$ cat src/rtl/pte_guard_pkg.sv
`timescale 1ns/1ps
// Shared encodings for the page protection unit: access codes, entry bit
// positions, right and cause bit indices, and control states.
package pte_guard_pkg;
    typedef enum logic [1:0] {
        ACC_LOAD  = 2'b00,
        ACC_STORE = 2'b01,
        ACC_FETCH = 2'b10
    } acc_e;

    localparam int EAA_X    = 0;
    localparam int EAA_RW   = 1;
    localparam int EAA_RD   = 2;
    localparam int EAA_PRIV = 3;
    localparam int ATT_LO   = 4;
    localparam int CHG_BIT  = 7;
    localparam int REF_BIT  = 8;
    localparam logic [1:0] ATT_NIO = 2'b10;

    localparam int P_RD = 0;
    localparam int P_WR = 1;
    localparam int P_EX = 2;

    localparam int CAUSE_GUARD = 0;
    localparam int CAUSE_PROT  = 1;

    typedef enum logic [1:0] {
        ST_IDLE  = 2'b00,
        ST_CHECK = 2'b01,
        ST_WRITE = 2'b10,
        ST_DONE  = 2'b11
    } st_e;
endpackage

$ cat src/rtl/pte_perm_eval.sv
`timescale 1ns/1ps
// Combinational rights evaluation. Takes the authority and attribute bits of
// a leaf entry plus the access context. Returns the granted rights and a
// fault with its cause. Assumes the access code is one of the three defined
// values; the reserved code is treated as a load.
module pte_perm_eval
    import pte_guard_pkg::*;
(
    input  logic [3:0] eaa,
    input  logic [1:0] att,
    input  logic [1:0] acc,
    input  logic       in_prob,
    input  logic       part,
    input  logic       idx_user,
    input  logic [2:0] amr,
    output logic [2:0] perm,
    output logic       fault,
    output logic [1:0] cause
);
    logic [2:0] eaa_perm;
    logic [2:0] eff_perm;
    logic [2:0] need;
    logic       nio_fetch;

    // Decode the entry's own rights and pick the privilege rule that applies.
    always_comb begin
        eaa_perm        = '0;
        eaa_perm[P_RD]  = eaa[EAA_RD] | eaa[EAA_RW];
        eaa_perm[P_WR]  = eaa[EAA_RW];
        eaa_perm[P_EX]  = eaa[EAA_X];
        if (!part && eaa[EAA_PRIV] && in_prob)
            eff_perm = '0;
        else if (idx_user || eaa[EAA_PRIV] || part)
            eff_perm = eaa_perm;
        else
            eff_perm = eaa_perm & amr;
    end

    // Work out the right the access needs.
    always_comb begin
        need = '0;
        case (acc)
            ACC_STORE: need[P_WR] = 1'b1;
            ACC_FETCH: need[P_EX] = 1'b1;
            default:   need[P_RD] = 1'b1;
        endcase
    end

    // Resolve the fault: the I/O fetch check comes first, then missing rights.
    always_comb begin
        nio_fetch = (att == ATT_NIO) && (acc == ACC_FETCH);
        perm  = eff_perm;
        fault = 1'b0;
        cause = '0;
        if (nio_fetch) begin
            fault              = 1'b1;
            cause[CAUSE_GUARD] = 1'b1;
            perm               = '0;
        end else if ((need & ~eff_perm) != 3'b000) begin
            fault = 1'b1;
            perm  = '0;
            if (acc == ACC_FETCH)
                cause[CAUSE_GUARD] = 1'b1;
            else
                cause[CAUSE_PROT] = 1'b1;
        end
    end
endmodule

$ cat src/rtl/pte_rc_merge.sv
`timescale 1ns/1ps
// Combinational reference/change update. Sets the reference bit, sets the
// change bit for stores, flags whether the entry changed, and removes write
// permission for non-store accesses. Assumes the caller ignores the result
// when the access faulted.
module pte_rc_merge
    import pte_guard_pkg::*;
#(
    parameter int PTE_W = 64
) (
    input  logic [PTE_W-1:0] pte_in,
    input  logic [1:0]       acc,
    input  logic [2:0]       perm_in,
    output logic [PTE_W-1:0] pte_out,
    output logic             changed,
    output logic [2:0]       perm_out
);
    // Build the updated entry and the trimmed rights.
    always_comb begin
        pte_out          = pte_in;
        pte_out[REF_BIT] = 1'b1;
        perm_out         = perm_in;
        if (acc == ACC_STORE)
            pte_out[CHG_BIT] = 1'b1;
        else
            perm_out[P_WR] = 1'b0;
        changed = (pte_out != pte_in);
    end
endmodule

$ cat src/rtl/pte_guard_rc.sv
`timescale 1ns/1ps
// Page protection and reference/change unit (top). Takes one leaf entry
// while idle, checks its rights in the next cycle, and, if the entry must be
// updated, holds one write request until it is accepted. Then it pulses done
// with the registered result. Assumes the entry width covers the reference
// bit.
module pte_guard_rc
    import pte_guard_pkg::*;
#(
    parameter int PTE_W  = 64,
    parameter int ADDR_W = 64
) (
    input  logic              clk,
    input  logic              rst_n,
    input  logic              req_valid,
    input  logic [PTE_W-1:0]  req_pte,
    input  logic [ADDR_W-1:0] req_addr,
    input  logic [1:0]        req_acc,
    input  logic              req_prob,
    input  logic              req_part,
    input  logic              req_idx_user,
    input  logic [2:0]        req_amr,
    output logic              busy,
    output logic              done,
    output logic [2:0]        grant,
    output logic              fault,
    output logic [1:0]        cause,
    output logic              wr_valid,
    input  logic              wr_ready,
    output logic [ADDR_W-1:0] wr_addr,
    output logic [PTE_W-1:0]  wr_data
);
    localparam int MIN_W = REF_BIT + 1;

    st_e               state;
    logic [PTE_W-1:0]  pte_q;
    logic [ADDR_W-1:0] addr_q;
    logic [1:0]        acc_q;
    logic              prob_q, part_q, idxu_q;
    logic [2:0]        amr_q;

    logic [2:0]        ev_perm;
    logic              ev_fault;
    logic [1:0]        ev_cause;
    logic [PTE_W-1:0]  rc_pte;
    logic              rc_changed;
    logic [2:0]        rc_perm;

    // Elaboration guard: the entry must hold the reference bit.
    if (PTE_W < MIN_W) begin : g_width_bad
        initial $fatal(1, "PTE_W too small");
    end

    pte_perm_eval i_eval (
        .eaa      (pte_q[EAA_PRIV:EAA_X]),
        .att      (pte_q[ATT_LO+1:ATT_LO]),
        .acc      (acc_q),
        .in_prob  (prob_q),
        .part     (part_q),
        .idx_user (idxu_q),
        .amr      (amr_q),
        .perm     (ev_perm),
        .fault    (ev_fault),
        .cause    (ev_cause)
    );

    pte_rc_merge #(.PTE_W(PTE_W)) i_rc (
        .pte_in   (pte_q),
        .acc      (acc_q),
        .perm_in  (ev_perm),
        .pte_out  (rc_pte),
        .changed  (rc_changed),
        .perm_out (rc_perm)
    );

    // Capture the request while idle.
    always_ff @(posedge clk) begin
        if (!rst_n) begin
            pte_q  <= '0;
            addr_q <= '0;
            acc_q  <= '0;
            prob_q <= 1'b0;
            part_q <= 1'b0;
            idxu_q <= 1'b0;
            amr_q  <= '0;
        end else if (state == ST_IDLE && req_valid) begin
            pte_q  <= req_pte;
            addr_q <= req_addr;
            acc_q  <= req_acc;
            prob_q <= req_prob;
            part_q <= req_part;
            idxu_q <= req_idx_user;
            amr_q  <= req_amr;
        end
    end

    // Sequence: idle, check, optional write, done pulse.
    always_ff @(posedge clk) begin
        if (!rst_n) begin
            state <= ST_IDLE;
        end else begin
            case (state)
                ST_IDLE:  if (req_valid) state <= ST_CHECK;
                ST_CHECK: state <= (!ev_fault && rc_changed) ? ST_WRITE : ST_DONE;
                ST_WRITE: if (wr_ready) state <= ST_DONE;
                default:  state <= ST_IDLE;
            endcase
        end
    end

    // Register the result and the updated entry at the end of the check cycle.
    always_ff @(posedge clk) begin
        if (!rst_n) begin
            grant   <= '0;
            fault   <= 1'b0;
            cause   <= '0;
            wr_data <= '0;
        end else if (state == ST_CHECK) begin
            fault   <= ev_fault;
            cause   <= ev_cause;
            grant   <= ev_fault ? 3'b000 : rc_perm;
            wr_data <= rc_pte;
        end
    end

    // Drive the handshake and status outputs from the state.
    always_comb begin
        busy     = (state != ST_IDLE);
        done     = (state == ST_DONE);
        wr_valid = (state == ST_WRITE);
        wr_addr  = addr_q;
    end
endmodule

$ cat config.mk
export PLATFORM = sky130hd
export DESIGN_NAME = pte_guard_rc
export DESIGN_NICKNAME = d
export VERILOG_FILES = /design/src/rtl/pte_guard_pkg.sv /design/src/rtl/pte_perm_eval.sv /design/src/rtl/pte_rc_merge.sv /design/src/rtl/pte_guard_rc.sv
export SDC_FILE = /design/constraint.sdc
export NUM_CORES = 1
export LEC_CHECK = 0
export BUFFER_PORTS_ARGS = -buffer_cell sky130_fd_sc_hd__buf_2
export CORE_MARGIN = 3
export CORE_UTILIZATION = 25
export DETAILED_ROUTE_END_ITERATION = 16
export GPL_ROUTABILITY_DRIVEN = 1
export PLACE_DENSITY = 0.48
export SLEW_MARGIN = 20
export SYNTH_ARGS = -nofsm -noshare
export SYNTH_HDL_FRONTEND = slang
export SYNTH_SLANG_ARGS = --single-unit
$ cat constraint.sdc
create_clock -name clk -period 4.3 [get_ports clk]
set_input_delay 0.645 -clock clk [delete_from_list [all_inputs] [get_ports clk]]
set_output_delay 0.645 -clock clk [all_outputs]
set_load 0.01 [all_outputs]
==> flow_summary.ini <==
[timing]
finalSetupViolations = 0
clock.fmax_mhz = 434
fin_tns_setup_ps = 0
maxSlewHeadroom = 0.454
finClkSkew_ps = 6.37
hold_viol_final = 0
slew_viol_final = 0
worstMarginPinSlew_ps = 819
final.period_utilization = 0.536
min_period_ps = 2300
rsz0062_at_grt = no

[synth]
synth-async-reset-ratio = 0
synth-main-ff-cell = dfxtp_1
synth-seq-area-share = 0.526
synth_nets = 1011
yosys.area.top_type_share = 0.526
synth_area_um2 = 7910
synth.most_common_cell = nand2_1
synth.avg_cell_area_um2 = 9.15
synth_seq_cells = 208
yosys_warnings = 0
yosysUniqueCellTypes = 35
netlist.top_cell.by_area = dfxtp_1
postSynthCellCount = 864
synthTopCellsByCount = 276 x nand2_1, 208 x dfxtp_1, 136 x a21boi_0, 64 x nor2b_1, 63 x mux2i_1
synthTopCellsByArea = dfxtp_1 53%, nand2_1 13%, a21boi_0 13%, mux2i_1 8.0%, nor2b_1 5.1%
synth_edf_count = 0

[route]
drt_iter0_markers = 233
vias = 6563
wirelength_um = 22900
drt-wirelength-per-cell_um = 15.0
drt.antenna.violating_nets = 0
dr.pass1.iters = 4
viasPerCell = 4.30
drcViolationCount = 0

[power_and_ir_drop]
ir_drop_mv = 0.299
power_density_nw_per_um2 = 596
leakagePower_nw = 4.50

[grt]
grt_overflow = 0
grt_max_degree = 103
grt_pass1_wl_um = 36300
antenna_found_initial = 6
first_global_vias = 6580
grtUsageTotal = 0.132

[final_layout]
num_antenna_cells = 0
area_growth_pct = 32.6
post-route-util = 0.339
drive_above_1_share = 0.292
nNetsFinal = 1259
final_area_um2 = 10500

[cts]
htreeDepth = 1
clock_sinks = 208
hold_buffers = 0
clk_root_buffer_cell = clkbuf_16
ctsLongestPathBuffers = 3
post-cts-setup-buffer-count = 0
clkLatencyLatePin_ps = 520
cts_tree = done
numCtsBuffers = 25
clkTransAtPathRegs_ps = 60
cts_resized = 0

[min_path]
hp-class = in2reg
hp-start = req_pte[3]

[placement]
port_buffers = 276
dp_hpwl_um = 15100
gp_congestion = 0.695
place_area_um2 = 9650

[floorplan]
die_height_um = 184
die-area_um2 = 33800
start_util = 0.256
coreArea_um2 = 30900
die_x_um = 184
io_pins = 277
rows = 64

[critical_path]
reg2reg_from = state[0]
cp-end-kind = output pin
startpoint = state[0]
crit_type = reg2out
crit_path_max_fanout = 5
required_ps = 3650
critPathLaunchType = register
arrival_ps = 1660

[job]
drv_cap = 0

[status]
outcome = finished, final reports clean
## per-layer routing
metal / global-route usage / vias to the layer above / wire length, um
li1: - / 3321 / -
met1: 0.167 / 3000 / 10100
met2: 0.214 / 190 / 10200
met3: 0.0509 / 40 / 2010
met4: 0.0269 / 12 / 460
met5: 0 / - / 81
## registers in the layout (all words and copies together) (netlist names)
name	cells
pte_q	64
wr_addr	64
wr_data	64
amr_q	3
grant	3
acc_q	2
cause	2
state	2
fault	1
idxu_q	1
part_q	1
prob_q	1
## cell families after synthesis
family	count (synthesis)	synth area share
adders and majority gates	7	0.0111
AOI/OAI and AO/OA	157	0.151
DFF	208	0.526
and+or+nand+nor	360	0.196
buffers and inverters	69	0.0348
muxes	63	0.0797
## worst paths after layout
path	end	slack, ps	cells past startpoint
hold reg to reg	wr_data[8]	460	1
setup / recovery	busy	2000	4
hold / removal	pte_q[3]	370	3
setup reg to reg	wr_data[51]	2070	4
## power by group
part / internal (mW) / switching, mW / total (mW)
Combinational: 0.642 / 1.04 / 1.69
Sequential: 2.25 / 0.172 / 2.42
Clock: 1.31 / 0.837 / 2.14
Total: 4.20 / 2.05 / 6.25
## cell type report
cell class	instances	area, um2
Clock buffer	37	741
Sequential cell	208	4160
Timing Repair Buffer	282	1470
Tap cell	396	495
Multi-Input combinational cell	587	3490
Clock inverter	8	96.3
Inverter	8	30.0
Fill cell	3344	20400
## placed cells by master, fill, tap and decap left out, types with 6 or more instances in the layout
cell type / n
mux2i_1: 63
a21boi_0: 136
clkbuf_8: 7
nor2b_1: 64
buf_2: 275
dfxtp_1: 208
clkbuf_16: 25
ha_1: 6
nand2_1: 275
inv_1: 8
## through the flow
stage	setup WS (ps)	hold WS [ps]	instances	total power, mW
2_1_floorplan	2700	438	864	3.55
6_report	2000	369	1526	6.25
4_1_cts	1960	344	1526	6.39
5_1_grt	1850	351	1526	6.68
3_3_place_gp	2070	436	1481	4.18
3_5_place_dp	2030	439	1481	4.21
## worst max-delay path, cell delays in order (launching register included)
cell	delay, ps
dfxtp_1	450
inv_1	100
ha_1	270
inv_1	170
buf_2	160
(Power assumes the default switching activity.)
